`src/rtl/dac_trim_pkg.sv`:
```
package dac_trim_pkg;

    typedef enum logic [1:0] {
        KIND_INPUT  = 2'd0,
        KIND_GAIN   = 2'd1,
        KIND_OFFSET = 2'd2,
        KIND_RSVD   = 2'd3
    } trim_kind_e;

    typedef enum logic [1:0] {
        ST_IDLE  = 2'd0,
        ST_SCALE = 2'd1,
        ST_EMIT  = 2'd2
    } trim_state_e;

endpackage

```
`src/rtl/dac_trim_bank.sv`:
```
module dac_trim_bank #(
    parameter int DATA_W    = 16,
    parameter int NUM_BANKS = 7,
    parameter int BANK_W    = 3
) (
    input  logic              clk,
    input  logic              rst_n,
    input  logic              wr_en,
    input  logic [BANK_W-1:0] wr_bank,
    input  logic [1:0]        wr_kind,
    input  logic [DATA_W-1:0] wr_data,
    input  logic [BANK_W-1:0] rd_bank,
    output logic [DATA_W-1:0] x1_o,
    output logic [DATA_W-1:0] gain_o,
    output logic [DATA_W-1:0] off_o
);
    import dac_trim_pkg::*;

    localparam logic [DATA_W-1:0] GAIN_RST = {DATA_W{1'b1}};
    localparam logic [DATA_W-1:0] OFF_RST  = DATA_W'(1) << (DATA_W - 1);

    logic [DATA_W-1:0] x1_q   [NUM_BANKS];
    logic [DATA_W-1:0] gain_q [NUM_BANKS];
    logic [DATA_W-1:0] off_q  [NUM_BANKS];

    for (genvar b = 0; b < NUM_BANKS; b++) begin : g_bank
        logic hit;
        assign hit = wr_en && (wr_bank == BANK_W'(b));

        always_ff @(posedge clk or negedge rst_n) begin
            if (!rst_n) begin
                x1_q[b]   <= '0;
                gain_q[b] <= GAIN_RST;
                off_q[b]  <= OFF_RST;
            end else if (hit) begin
                unique case (trim_kind_e'(wr_kind))
                    KIND_INPUT:  x1_q[b]   <= wr_data;
                    KIND_GAIN:   gain_q[b] <= wr_data;
                    KIND_OFFSET: off_q[b]  <= wr_data;
                    KIND_RSVD:   ;
                endcase
            end
        end
    end

    assign x1_o   = x1_q[rd_bank];
    assign gain_o = gain_q[rd_bank];
    assign off_o  = off_q[rd_bank];

endmodule

```
`src/rtl/dac_trim_datapath.sv`:
```
module dac_trim_datapath #(
    parameter int DATA_W = 16
) (
    input  logic              clk,
    input  logic              rst_n,
    input  logic              load_scale,
    input  logic              load_emit,
    input  logic [DATA_W-1:0] x1_i,
    input  logic [DATA_W-1:0] gain_i,
    input  logic [DATA_W-1:0] off_i,
    output logic [DATA_W-1:0] code_o,
    output logic              vld_o,
    output logic              clip_o
);
    localparam int GAIN_W = DATA_W + 1;
    localparam int PROD_W = DATA_W + GAIN_W;
    localparam int SUM_W  = PROD_W + 2;
    localparam logic signed [SUM_W-1:0] HALF  = SUM_W'(1) << (DATA_W - 1);
    localparam logic signed [SUM_W-1:0] TOPV  = (SUM_W'(1) << DATA_W) - SUM_W'(1);

    logic [GAIN_W-1:0] gain_eff;
    logic [PROD_W-1:0] prod;
    logic [PROD_W-1:0] prod_shr;
    logic [PROD_W-1:0] scaled_q;
    logic [DATA_W-1:0] off_q;

    assign gain_eff = {1'b0, gain_i} + GAIN_W'(1);
    assign prod     = PROD_W'(x1_i) * PROD_W'(gain_eff);
    assign prod_shr = prod >> DATA_W;

    // stage one: truncated product and captured offset word
    always_ff @(posedge clk or negedge rst_n) begin
        if (!rst_n) begin
            scaled_q <= '0;
            off_q    <= '0;
        end else if (load_scale) begin
            scaled_q <= prod_shr;
            off_q    <= off_i;
        end
    end

    logic signed [SUM_W-1:0] sum;
    logic [DATA_W-1:0]       code_d;
    logic                    clip_d;

    assign sum = $signed({2'b00, scaled_q}) + $signed(SUM_W'(off_q)) - HALF;

    always_comb begin
        if (sum < 0) begin
            code_d = '0;
            clip_d = 1'b1;
        end else if (sum > TOPV) begin
            code_d = {DATA_W{1'b1}};
            clip_d = 1'b1;
        end else begin
            code_d = sum[DATA_W-1:0];
            clip_d = 1'b0;
        end
    end

    // stage two: offset, clamp and strobe
    always_ff @(posedge clk or negedge rst_n) begin
        if (!rst_n) begin
            code_o <= '0;
            clip_o <= 1'b0;
            vld_o  <= 1'b0;
        end else begin
            vld_o <= load_emit;
            if (load_emit) begin
                code_o <= code_d;
                clip_o <= clip_d;
            end
        end
    end

endmodule

```
`src/rtl/dac_code_trim.sv`:
```
module dac_code_trim #(
    parameter int DATA_W    = 16,
    parameter int NUM_BANKS = 7,
    parameter int BANK_W    = (NUM_BANKS > 1) ? $clog2(NUM_BANKS) : 1
) (
    input  logic              clk,
    input  logic              rst_n,
    input  logic              wr_en,
    input  logic [BANK_W-1:0] wr_bank,
    input  logic [1:0]        wr_kind,
    input  logic [DATA_W-1:0] wr_data,
    input  logic [BANK_W-1:0] range_sel,
    output logic [DATA_W-1:0] code_out,
    output logic              code_vld,
    output logic              code_clip
);
    import dac_trim_pkg::*;

    trim_state_e       state_q, state_d;
    logic [BANK_W-1:0] range_q;
    logic              sel_ok, range_chg, hit_active, trigger;
    logic              load_scale, load_emit;
    logic [DATA_W-1:0] x1_w, gain_w, off_w;

    assign sel_ok     = (int'(range_sel) < NUM_BANKS);
    assign range_chg  = sel_ok && (range_sel != range_q);
    assign hit_active = wr_en && (wr_kind != KIND_RSVD) && (wr_bank == range_q);
    assign trigger    = range_chg || hit_active;

    always_ff @(posedge clk or negedge rst_n) begin
        if (!rst_n) begin
            range_q <= '0;
        end else if (range_chg) begin
            range_q <= range_sel;
        end
    end

    // state register
    always_ff @(posedge clk or negedge rst_n) begin
        if (!rst_n) begin
            state_q <= ST_IDLE;
        end else begin
            state_q <= state_d;
        end
    end

    // next state
    always_comb begin
        state_d = state_q;
        unique case (state_q)
            ST_IDLE:  state_d = trigger ? ST_SCALE : ST_IDLE;
            ST_SCALE: state_d = trigger ? ST_SCALE : ST_EMIT;
            ST_EMIT:  state_d = trigger ? ST_SCALE : ST_IDLE;
            default:  state_d = ST_IDLE;
        endcase
    end

    // state outputs
    always_comb begin
        load_scale = 1'b0;
        load_emit  = 1'b0;
        unique case (state_q)
            ST_IDLE:  ;
            ST_SCALE: load_scale = 1'b1;
            ST_EMIT:  load_emit  = 1'b1;
            default:  ;
        endcase
    end

    dac_trim_bank #(
        .DATA_W    (DATA_W),
        .NUM_BANKS (NUM_BANKS),
        .BANK_W    (BANK_W)
    ) u_bank (
        .clk     (clk),
        .rst_n   (rst_n),
        .wr_en   (wr_en),
        .wr_bank (wr_bank),
        .wr_kind (wr_kind),
        .wr_data (wr_data),
        .rd_bank (range_q),
        .x1_o    (x1_w),
        .gain_o  (gain_w),
        .off_o   (off_w)
    );

    dac_trim_datapath #(
        .DATA_W (DATA_W)
    ) u_dp (
        .clk        (clk),
        .rst_n      (rst_n),
        .load_scale (load_scale),
        .load_emit  (load_emit),
        .x1_i       (x1_w),
        .gain_i     (gain_w),
        .off_i      (off_w),
        .code_o     (code_out),
        .vld_o      (code_vld),
        .clip_o     (code_clip)
    );

endmodule

```
`config.mk`:
```
export PLATFORM = sky130hd
export DESIGN_NAME = dac_code_trim
export DESIGN_NICKNAME = d
export VERILOG_FILES = /design/src/rtl/dac_trim_pkg.sv /design/src/rtl/dac_trim_bank.sv /design/src/rtl/dac_trim_datapath.sv /design/src/rtl/dac_code_trim.sv
export SDC_FILE = /design/constraint.sdc
export NUM_CORES = 1
export LEC_CHECK = 0
export BUFFER_PORTS_ARGS = -buffer_cell sky130_fd_sc_hd__buf_2
export CORE_MARGIN = 1.5
export CORE_UTILIZATION = 40
export DETAILED_ROUTE_END_ITERATION = 10
export GPL_TIMING_DRIVEN = 0
export PLACE_DENSITY = 0.61
export SLEW_MARGIN = 20
export SYNTH_ARGS = -nofsm -noshare
export SYNTH_HDL_FRONTEND = slang
export SYNTH_SLANG_ARGS = --single-unit
```
`constraint.sdc`:
```
create_clock -name clk -period 24.5 [get_ports clk]
set_input_delay 4.9 -clock clk [delete_from_list [all_inputs] [get_ports clk]]
set_output_delay 4.9 -clock clk [all_outputs]
set_load 0.02 [all_outputs]
```
==> results of run 1 <==
[final cells by class]
class | instances | area share, %
multi-input cells | 1633 | 52.84
repair buffers | 43 | 0.9621
flip-flops and latches | 392 | 32.72
clock buffers | 61 | 3.852
diodes | 2 | 0.01645
plain buffers | 136 | 2.019
clock inverters | 15 | 0.6537
well taps | 882 | 3.626
inverters | 268 | 3.306
[through the flow]
| step | instance area, µm² | setup WS, ns |
|---|---|---|
| 6_report | 30430 | 14.02 |
| 5_1_grt | 30430 | 13.65 |
| 4_1_cts | 30380 | 14.17 |
| 3_5_place_dp | 29010 | 14.23 |
| 3_3_place_gp | 28890 | 11.30 |
| 2_1_floorplan | 27590 | 16.12 |
[routing by layer]
layer | track usage, % | up-vias | routed length [µm]
li1 | - | 8406 | -
met1 | 30.55 | 9993 | 34310
met2 | 36.90 | 466 | 37190
met3 | 3.370 | 122 | 3896
met4 | 6.373 | 2 | 2104
met5 | 0 | - | 14
[worst min-delay path: cells and delay by family, from the launching register on]
| family | cells | cell delay [ns] |
|---|---|---|
| AND/OR/NAND/NOR | 1 | 0.06 |
| flip-flops | 1 | 0.34 |
| AO/OA/AOI/OAI | 1 | 0.06 |
[cells by family after synthesis]
family | after synthesis | share of synthesized area (%)
multiplexers | 438 | 19.64
AND/OR/NAND/NOR | 518 | 8.617
XOR/XNOR | 55 | 1.991
flip-flops | 392 | 36.10
adder cells (fa/ha/maj) | 330 | 20.63
AO/OA/AOI/OAI | 292 | 7.161
buffers and inverters | 404 | 5.873
[state kept, by name, summed over array words and instances (netlist names)]
| register | flops |
|---|---|
| state_q | 2 |
| u_bank.gain_q | 112 |
| u_dp.code_o | 16 |
| u_dp.vld_o | 1 |
| u_bank.off_q | 112 |
| u_dp.off_q | 16 |
| u_dp.clip_o | 1 |
| u_dp.scaled_q | 17 |
| range_q | 3 |
| u_bank.x1_q | 112 |
[cell usage in the layout, fill, tap and decap left out, drive strengths merged, types with 4 or more instances in the layout]
cell type and n:
nand2 219, nor4 5, o21ai 91, ha 122, nand3 17, nand2b 18, nand4 13, nor3b 4
a22oi 4, or2 5, nor2b 22, o31ai 7, buf 79, and2 34, clkinv 13, mux4 45
o22ai 8, inv 267, xor2 20, clkbuf 161, nor2 143, dfrtp 273, or3 5, a221o 33
a21oi 59, fa 208, a211oi 10, nor3 16, and3 7, a31oi 8, o21bai 9, dfstp 119
mux2 373, o211ai 4, a21o 23, mux2i 20, xnor2 35
[power by group through the flow]
stage	Clock, mW	Sequential [mW]	Combinational (mW)
after detailed placement	0	0.911	2.01
after global placement	0	0.900	1.98
after CTS	0.647	0.901	2.02
final	0.633	0.902	2.00
after global routing	0.671	0.918	2.25
after floorplan	0	0.899	1.44
[path summary, 6_finish.rpt]
| path | start | endpoint | cells past startpoint |
|---|---|---|---|
| max | range_q[2]$_DFFE_PN0P_ | u_dp.scaled_q[15]$_DFFE_PN0N_ | 32 |
| min | u_dp.code_o[14]$_DFFE_PN0P_ | u_dp.code_o[14]$_DFFE_PN0P_ | 2 |
| max reg2reg | range_q[2]$_DFFE_PN0P_ | u_dp.scaled_q[15]$_DFFE_PN0N_ | 32 |
| min reg2reg | u_dp.code_o[14]$_DFFE_PN0P_ | u_dp.code_o[14]$_DFFE_PN0P_ | 2 |
| max in group asynchronous | rst_n | u_dp.vld_o$_DFF_PN0_ | 3 |
| min in group asynchronous | rst_n | u_bank.gain_q[71]$_DFFE_PN1P_ | 1 |
==> run summary, run 1 <==
FLOORPLANNING
--------------------------------------------------------------------------------------
Die width ...............................................................     265.6 µm
Y dimension of the die ..................................................     265.6 µm
Number of primary I/O pins ..............................................           45
Standard cell core area .................................................   68,470 µm²
Number of rows created at floorplan .....................................           96
Effective utilization at floorplan ......................................       40.30%
Die footprint ...........................................................   70,560 µm²

FINAL LAYOUT
--------------------------------------------------------------------------------------
Post-route insts no fill ................................................        3,432
Area growth from synthesis to final layout ..............................       10.30%
Total of fill cells in the finished design ..............................        6,397
Layout cell share with drive strength beyond 1 ..........................       27.83%
Combined flip-flop and latch cell area ..................................     9958 µm²
Post-route core utilization .............................................       44.45%
Area of the multi-input gates ...........................................   16,080 µm²
Net total in the final layout ...........................................        2,873

STA
--------------------------------------------------------------------------------------
Worst Max-Slew Pin Slew .................................................     1.278 ns
Time the worst path needs with I/O delays and setup .....................     10.48 ns
Final hold violations ...................................................            0
Worst setup skew after layout ...........................................   0.02661 ns
Fin crit share ..........................................................       42.77%
Count of final setup violators ..........................................            0
Max Freq ................................................................    95.43 MHz
Hold_ws .................................................................    0.4841 ns
Final max-slew violation count ..........................................            0
Max-Slew Margin vs Limit ................................................       13.91%
Post-route setup TNS ....................................................         0 ns
RSZ-0062 raised after global routing ....................................        false

CTS
--------------------------------------------------------------------------------------
Later-pin clock latency in the skew report ..............................      0.58 ns
Total number of clock tree sinks ........................................          392
CTS clk-pin slew, worst paths ...........................................      0.06 ns
Root Buffer Master ......................................................    clkbuf_16
Hold buffers post-CTS ...................................................            0
Clock tree from TritonCTS ...............................................        built
Maximum root-to-sink buffer count .......................................            3
Post_cts resized ........................................................            0
Setup fix buffers added after clock tree synthesis ......................            0
H-Tree Depth ............................................................            2
Number of clock buffers inserted by TritonCTS ...........................           42

HOLD PATH
--------------------------------------------------------------------------------------
Kind of path behind the tightest hold check ............................. flop to flop

GLOBAL ROUTE
--------------------------------------------------------------------------------------
Number of antenna violations at the first check in global routing .......            3
Via count of the first global-routing pass ..............................       20,190
GRT Total Usage .........................................................       22.35%
Largest net degree at the start of global routing .......................          103
Total congestion overflow after global routing ..........................            0
Global-route wire length before repair ..................................   120,200 µm

SYNTH
--------------------------------------------------------------------------------------
Biggest area contributors in the synthesized netlist .................... dfrtp_1, mux2_2, fa_1, dfstp_2, ha_1
Async set-reset flop share out of synthesis .............................       100.0%
Area fraction of the dominant cell type after synthesis .................       24.76%
Warnings, synthesis .....................................................            0
Netlist cell types ......................................................           90
Number of synthesized flops with an enable pin ..........................            0
Part of the Yosys area used for sequential elements .....................       36.10%
Mapped Cells ............................................................        2,429
Largest area contributor in the synthesized netlist .....................      dfrtp_1
Average instance area after synthesis ...................................    11.36 µm²
Synth Net Count .........................................................        2,786
Ys flop type ............................................................      dfrtp_1
Cell area after synthesis ...............................................   27,590 µm²
Cell with the most instances after synthesis ............................       mux2_2
Commonest cells in the netlist .......................................... mux2_2, dfrtp_1, inv_1, nand2_1, fa_1
FF+latch count, synth ...................................................          392

CRITICAL PATH
--------------------------------------------------------------------------------------
Startpoint Class ........................................................         flop
Category of the most critical setup path ................................ flop to flop
CP arrival ..............................................................     10.92 ns
CP max stage cell .......................................................     a21boi_1
Nature of the critical path endpoint ....................................         flop
Setup slack of the worst register-to-register path ......................     14.02 ns
Largest stage delay on the critical path ................................      0.56 ns
Count of buffering cells on the critical path with inverters included ...            7
Critical path data required time ........................................     24.94 ns
CP Max Fanout ...........................................................           10
Crit path top cell by count .............................................         fa_1
Kind of cell adding the most delay to the critical path .................  adder cells

ROUTING
--------------------------------------------------------------------------------------
Detail-routed net length per standard cell ..............................     22.59 µm
Total number of vias ....................................................       18,990
Final wirelength ........................................................    77,520 µm
Detailed-route vias per instance ........................................        5.533
Number of remaining DRC errors ..........................................            0
Router iterations before antenna repair .................................            5
Final ANT Viol Nets .....................................................            0
Iter 0 DRT Violations ...................................................        1,267

PLACEMENT
--------------------------------------------------------------------------------------
Weighted congestion reported at the end of routability-driven placement .       0.9303
Number of buffer cells added on primary ports ...........................           40
Number of instances in the placed design ................................        3,354
Post-DP HPWL ............................................................    58,520 µm

POWER
--------------------------------------------------------------------------------------
Pleak ...................................................................     13.90 nW
Pint ....................................................................     1.978 mW
Worst IR drop on VDD ....................................................    0.1186 mV
Combinational group share of total power ................................        56.6%
Total power consumption of the routed design ............................     3.534 mW
Net Switching ...........................................................     1.556 mW
Relative contribution of sequential cells to total power ................        25.5%
Fraction of power spent switching nets ..................................       44.04%
Pwr per Cell Area ....................................................... 116.1 nW/µm²
Clock share of power ....................................................        17.9%

FLOW RUN
--------------------------------------------------------------------------------------
Number of max-cap violations ............................................            0

OUTCOME
--------------------------------------------------------------------------------------
Outcome ................................................................. finished, final reports clean

Note: power is estimated with default switching activity, not from simulation.
==> inputs of run 2 (changes only) <==
clock period = 10.41 ns   (was 24.5 ns; I/O delays follow)
==> run summary, run 2 (synthesis gave the netlist of run 1 again) <==
GLOBAL ROUTE
--------------------------------------------------------------------------------------
Total congestion overflow after global routing ..........................            0   unchanged
Largest net degree at the start of global routing .......................          103   unchanged
Global-route wire length before repair ..................................   120,200 µm   unchanged
Via count of the first global-routing pass ..............................       20,190   unchanged
GRT Total Usage .........................................................       22.35%   unchanged
Number of antenna violations at the first check in global routing .......            3   unchanged

FLOORPLANNING
--------------------------------------------------------------------------------------
Die footprint ...........................................................   70,560 µm²   unchanged
Y dimension of the die ..................................................     265.6 µm   unchanged
Number of rows created at floorplan .....................................           96   unchanged
Number of primary I/O pins ..............................................           45   unchanged
Standard cell core area .................................................   68,470 µm²   unchanged
Effective utilization at floorplan ......................................       40.30%   unchanged
Die width ...............................................................     265.6 µm   unchanged

CTS
--------------------------------------------------------------------------------------
Root Buffer Master ......................................................    clkbuf_16
H-Tree Depth ............................................................            2   unchanged
CTS clk-pin slew, worst paths ...........................................      0.06 ns   about the same
Maximum root-to-sink buffer count .......................................            3   unchanged
Clock tree from TritonCTS ...............................................        built
Number of clock buffers inserted by TritonCTS ...........................           42   unchanged
Total number of clock tree sinks ........................................          392   unchanged
Later-pin clock latency in the skew report ..............................      0.58 ns   about the same
Setup fix buffers added after clock tree synthesis ......................            0   unchanged

CRITICAL PATH
--------------------------------------------------------------------------------------
Crit path launch ........................................................ range_q[1]$_DFFE_PN0P_
Startpoint Class ........................................................         flop
R2R cell count ..........................................................           28   -13%
Nature of the critical path endpoint ....................................         flop
Critical path data required time ........................................     10.85 ns   -14.09 ns
Kind of cell adding the most delay to the critical path .................  adder cells
Number of logic stages on the critical path including buffering .........           28   -13%
Reg-to-reg critical path startpoint ..................................... range_q[1]$_DFFE_PN0P_
CP Max Fanout ...........................................................           10   unchanged
Category of the most critical setup path ................................ flop to flop
End point of the critical path .......................................... u_dp.scaled_q[15]$_DFFE_PN0N_
CP arrival ..............................................................     10.49 ns   -0.43 ns
CP max stage cell .......................................................      o21ai_0
Crit path top cell by count .............................................         fa_1
Count of buffering cells on the critical path with inverters included ...            9   +2
Largest stage delay on the critical path ................................      0.96 ns   +0.40 ns
End of the worst register-to-register path .............................. u_dp.scaled_q[15]$_DFFE_PN0N_
Setup slack of the worst register-to-register path ......................      0.36 ns   -13.66 ns

PLACEMENT
--------------------------------------------------------------------------------------
Number of buffer cells added on primary ports ...........................           40   unchanged
Weighted congestion reported at the end of routability-driven placement .       0.9303   unchanged
Post-DP HPWL ............................................................    58,520 µm   unchanged
Number of instances in the placed design ................................        3,354   unchanged
DP Area .................................................................   29,010 µm²   unchanged

POWER
--------------------------------------------------------------------------------------
Pleak ...................................................................     13.90 nW   about the same
Worst IR drop on VDD ....................................................    0.2772 mV   +130%
Pwr per Cell Area ....................................................... 273.1 nW/µm²   +140%

STA
--------------------------------------------------------------------------------------
RSZ-0062 raised after global routing ....................................        false
Worst setup skew after layout ...........................................   0.02567 ns   -0.0009386 ns
Time the worst path needs with I/O delays and setup .....................     10.05 ns   -0.4309 ns
Count of final setup violators ..........................................            0   unchanged
Worst Max-Slew Pin Slew .................................................     1.230 ns   -0.04812 ns
Max-Slew Margin vs Limit ................................................       17.15%   +3.2 points
Max Freq ................................................................    99.52 MHz   +4.3%
Final hold violations ...................................................            0   unchanged
Hold_ws .................................................................    0.4839 ns   -0.0001900 ns
Final max-slew violation count ..........................................            0   unchanged
Post-route setup TNS ....................................................         0 ns   unchanged
Fin crit share ..........................................................       96.52%   +54 points

ROUTING
--------------------------------------------------------------------------------------
Detailed-route vias per instance ........................................        5.556   +0.42%
Detail-routed net length per standard cell ..............................     22.59 µm   about the same
Final wirelength ........................................................    77,520 µm   about the same
Final ANT Viol Nets .....................................................            0   unchanged
Number of remaining DRC errors ..........................................            0   unchanged
Router iterations before antenna repair .................................            7   +2
Iter 0 DRT Violations ...................................................        1,276   +0.71%
Total number of vias ....................................................       19,060   +0.39%

FINAL LAYOUT
--------------------------------------------------------------------------------------
Layout cell share with drive strength beyond 1 ..........................       27.88%   +0.050 points
Most common cell after layout, fill and taps aside ......................       mux2_2
Net total in the final layout ...........................................        2,872   -0.035%
Post-route insts no fill ................................................        3,431   -0.029%
Largest registers ranked by flip-flop count ............................. u_bank.gain_q: 112 flops, u_bank.off_q: 112 flops, u_bank.x1_q: 112 flops
Commonest cells after routing, fill and taps aside ...................... mux2_2, dfrtp_1, inv_1
Non-Filler Cell Area, Final .............................................   30,440 µm²   about the same
Post-route core utilization .............................................       44.46%   about the same
Area growth from synthesis to final layout ..............................       10.34%   about the same

FLOW RUN
--------------------------------------------------------------------------------------
Number of max-cap violations ............................................            0   unchanged

HOLD PATH
--------------------------------------------------------------------------------------
Kind of path behind the tightest hold check ............................. flop to flop

OUTCOME
--------------------------------------------------------------------------------------
Outcome ................................................................. finished, final reports clean

-- run 2: worst register-to-register path, delay by kind of cell, from the launching register on --
| family | cells | cell delay, ns |
|---|---|---|
| AOI/OAI and AO/OA | 8 | 2.62 |
| adders and majority gates | 7 | 3.50 |
| buffers and inverters | 9 | 2.39 |
| muxes | 1 | 0.39 |
| and+or+nand+nor | 3 | 0.67 |
| DFF | 1 | 0.35 |
-- run 2: per-layer routing --
metal | part of all wire [%] | global-route usage (%)
met1 | 44 | 30.55
met2 | 48 | 36.90
met3 | 5.1 | 3.370
met4 | 2.7 | 6.373
met5 | 0.010 | 0
-- run 2: how the worst min path moves through the flow --
stage	start	end	slack [ns]	cells past startpoint
2_1_floorplan	u_dp.scaled_q[0]$_DFFE_PN0N_	u_dp.scaled_q[0]$_DFFE_PN0N_	0.45	2
3_3_place_gp	u_dp.code_o[12]$_DFFE_PN0P_	u_dp.code_o[12]$_DFFE_PN0P_	0.47	2
3_5_place_dp	u_dp.code_o[14]$_DFFE_PN0P_	u_dp.code_o[14]$_DFFE_PN0P_	0.47	2
4_1_cts	u_dp.code_o[14]$_DFFE_PN0P_	u_dp.code_o[14]$_DFFE_PN0P_	0.48	2
5_1_grt	u_dp.code_o[14]$_DFFE_PN0P_	u_dp.code_o[14]$_DFFE_PN0P_	0.51	2
6_report	u_dp.code_o[14]$_DFFE_PN0P_	u_dp.code_o[14]$_DFFE_PN0P_	0.48	2
-- run 2: metrics by stage --
step / total power [mW] / setup slack [ns]
after floorplan: 5.494 / 2.027
after global placement: 6.772 / 0.02828
after detailed placement: 6.874 / 0.1437
after CTS: 8.405 / 0.07902
after global routing: 9.044 / 0.04643
final: 8.312 / 0.3623
-- run 2: cell type report --
class / instances / area (µm²)
tap: 882 / 1104
sequential: 392 / 9958
fill: 6392 / 38020
antenna: 2 / 5.005
clock inverter: 15 / 198.9
inverter: 268 / 1006
buffer: 135 / 610.6
timing repair buffer: 43 / 292.8
clock buffer: 61 / 1172
multi-input combinational: 1633 / 16100
-- run 2: timing repair --
item                       4_1_cts  5_1_grt
setup endpoints to repair        0        4
hold buffers                     0        0
resized for setup                0        2
-- run 2: power breakdown --
| group | internal, mW | switching, mW |
|---|---|---|
| combinational | 1.86 | 2.85 |
| sequential | 1.94 | 0.187 |
| clock | 0.863 | 0.624 |
==> inputs of run 3 (changes only) <==
CTS_BUF_LIST = sky130_fd_sc_hd__clkbuf_8   (was not set)
PLACE_DENSITY = not set   (was 0.61)
==> run summary, run 3 (synthesis gave the netlist of run 1 again) <==
OUTCOME
--------------------------------------------------------------------------------------
Outcome ................................................................. finished, final reports clean

CTS
--------------------------------------------------------------------------------------
CTS clk-pin slew, worst paths ...........................................      0.06 ns   about the same
Clock tree from TritonCTS ...............................................        built
H-Tree Depth ............................................................            3   +1
Later-pin clock latency in the skew report ..............................      0.65 ns   +0.07 ns
Number of clock buffers inserted by TritonCTS ...........................           72   +71%
Root Buffer Master ......................................................     clkbuf_8
Total number of clock tree sinks ........................................          392   unchanged
Maximum root-to-sink buffer count .......................................            3   unchanged

CRITICAL PATH
--------------------------------------------------------------------------------------
Crit path top cell by count .............................................         fa_1
Largest stage delay on the critical path ................................      0.65 ns   -0.31 ns
Reg-to-reg critical path startpoint ..................................... range_q[0]$_DFFE_PN0P_
Critical path data required time ........................................     10.91 ns   +0.06 ns
Startpoint Class ........................................................         flop
Nature of the critical path endpoint ....................................         flop
CP max stage cell .......................................................      o21ai_2
CP arrival ..............................................................     10.47 ns   -0.02 ns
Crit path launch ........................................................ range_q[0]$_DFFE_PN0P_
CP Max Fanout ...........................................................           10   unchanged
Category of the most critical setup path ................................ flop to flop

POWER
--------------------------------------------------------------------------------------
Pleak ...................................................................     14.09 nW   +1.4%
Total power consumption of the routed design ............................     8.320 mW   about the same
Worst IR drop on VDD ....................................................    0.2539 mV   -8.4%
Pwr per Cell Area ....................................................... 272.2 nW/µm²   -0.30%

FLOORPLANNING
--------------------------------------------------------------------------------------
Standard cell core area .................................................   68,470 µm²   unchanged
Number of primary I/O pins ..............................................           45   unchanged
Y dimension of the die ..................................................     265.6 µm   unchanged
Die width ...............................................................     265.6 µm   unchanged
Die footprint ...........................................................   70,560 µm²   unchanged
Number of rows created at floorplan .....................................           96   unchanged
Effective utilization at floorplan ......................................       40.30%   unchanged

STA
--------------------------------------------------------------------------------------
Max-Slew Margin vs Limit ................................................       22.69%   +5.5 points
Fin crit share ..........................................................       95.79%   -0.73 points
Worst setup skew after layout ...........................................   0.02947 ns   +0.003804 ns
Max Freq ................................................................    100.3 MHz   +0.77%
RSZ-0062 raised after global routing ....................................        false
Hold_ws .................................................................    0.4735 ns   -0.01040 ns
Final max-slew violation count ..........................................            0   unchanged
Time the worst path needs with I/O delays and setup .....................     9.971 ns   -0.07640 ns
Worst Max-Slew Pin Slew .................................................     1.148 ns   -0.08221 ns
Count of final setup violators ..........................................            0   unchanged
Final hold violations ...................................................            0   unchanged
Post-route setup TNS ....................................................         0 ns   unchanged

GLOBAL ROUTE
--------------------------------------------------------------------------------------
GRT Total Usage .........................................................       22.25%   -0.10 points
Global-route wire length before repair ..................................   119,700 µm   -0.45%
Largest net degree at the start of global routing .......................          103   unchanged
Number of antenna violations at the first check in global routing .......            4   +1
Total congestion overflow after global routing ..........................            0   unchanged
Via count of the first global-routing pass ..............................       20,390   +1.0%

ROUTING
--------------------------------------------------------------------------------------
Total number of vias ....................................................       19,100   +0.21%
Detail-routed net length per standard cell ..............................     21.95 µm   -2.9%
Number of remaining DRC errors ..........................................            0   unchanged
Router iterations before antenna repair .................................            7   unchanged
Final ANT Viol Nets .....................................................            0   unchanged
Final wirelength ........................................................    76,510 µm   -1.3%
Iter 0 DRT Violations ...................................................        1,235   -3.2%
Detailed-route vias per instance ........................................        5.480   -1.4%

PLACEMENT
--------------------------------------------------------------------------------------
Post-DP HPWL ............................................................    58,140 µm   -0.66%
Number of buffer cells added on primary ports ...........................           40   unchanged
Number of instances in the placed design ................................        3,355   +0.030%
Weighted congestion reported at the end of routability-driven placement .       0.9189   -1.2%

FLOW RUN
--------------------------------------------------------------------------------------
Number of max-cap violations ............................................            0   unchanged

FINAL LAYOUT
--------------------------------------------------------------------------------------
Most common cell after layout, fill and taps aside ......................       mux2_2
Commonest cells after routing, fill and taps aside ...................... mux2_2, inv_1, dfrtp_1
Post-route core utilization .............................................       44.64%   +0.18 points
Net total in the final layout ...........................................        2,903   +1.1%
Area growth from synthesis to final layout ..............................       10.78%
Post-route insts no fill ................................................        3,486   +1.6%
Total of fill cells in the finished design ..............................        6,407   +0.23%
Largest registers ranked by flip-flop count ............................. u_bank.gain_q: 112 flops, u_bank.off_q: 112 flops, u_bank.x1_q: 112 flops
Layout cell share with drive strength beyond 1 ..........................       28.92%   +1.0 points

HOLD PATH
--------------------------------------------------------------------------------------
Startpoint of the lowest-slack hold path ................................ u_dp.code_o[14]$_DFFE_PN0P_
Kind of path behind the tightest hold check ............................. flop to flop

-- run 3: layer usage --
metal | GRT usage [%] | routed length (µm)
met5 | 0 | 0
met4 | 7.847 | 2211
met3 | 3.527 | 3793
met2 | 37.19 | 37290
met1 | 29.32 | 33210
-- run 3: path summary, 6_finish.rpt --
kind / to / slack [ns] / cells past startpoint
max in group asynchronous: u_dp.scaled_q[0]$_DFFE_PN0N_ / 7.20 / 4
max: u_dp.scaled_q[15]$_DFFE_PN0N_ / 0.44 / 30
max reg2reg: u_dp.scaled_q[15]$_DFFE_PN0N_ / 0.44 / 30
min reg2reg: u_dp.code_o[14]$_DFFE_PN0P_ / 0.47 / 2
min: u_dp.code_o[14]$_DFFE_PN0P_ / 0.47 / 2
min in group asynchronous: u_bank.gain_q[59]$_DFFE_PN1P_ / 1.79 / 1
-- run 3: area by class of cell --
class	count	area, µm²	area share, %
multi-input cells	1633	16100	52.67
well taps	882	1104	3.611
flip-flops and latches	392	9958	32.58
diodes	4	10.01	0.03275
plain buffers	135	610.6	1.998
inverters	268	1006	3.291
clock inverters	37	203.9	0.6673
clock buffers	91	1252	4.098
repair buffers	44	320.3	1.048
-- run 3: through the flow --
step	area, µm²	setup WS (ns)
after global routing	30560	0.05854
final	30560	0.4387
after floorplan	27590	2.027
after detailed placement	29060	0.3517
after CTS	30520	0.2895
after global placement	28890	-0.05631
-- run 3: timing repair --
| item | in CTS | in global routing |
|---|---|---|
| endpoints found under the hold margin | 0 | 0 |
| hold buffers | 0 | 0 |
| setup buffers | 0 | 0 |
| endpoints found under the setup margin | 0 | 1 |
| resized for setup | 0 | 1 |
-- run 3: report_power, final --
group | internal, mW | switching, mW | total, mW
Clock | 0.813 | 0.661 | 1.47
Combinational | 1.87 | 2.86 | 4.73
Sequential | 1.94 | 0.185 | 2.12
Total | 4.62 | 3.71 | 8.32
-- run 3: critical path: cells and delay by family (launching register included) --
family	cells	cell delay, ns
adder cells (fa/ha/maj)	7	3.42
flip-flops	1	0.35
AND/OR/NAND/NOR	4	0.91
buffers and inverters	10	2.63
AO/OA/AOI/OAI	9	2.48
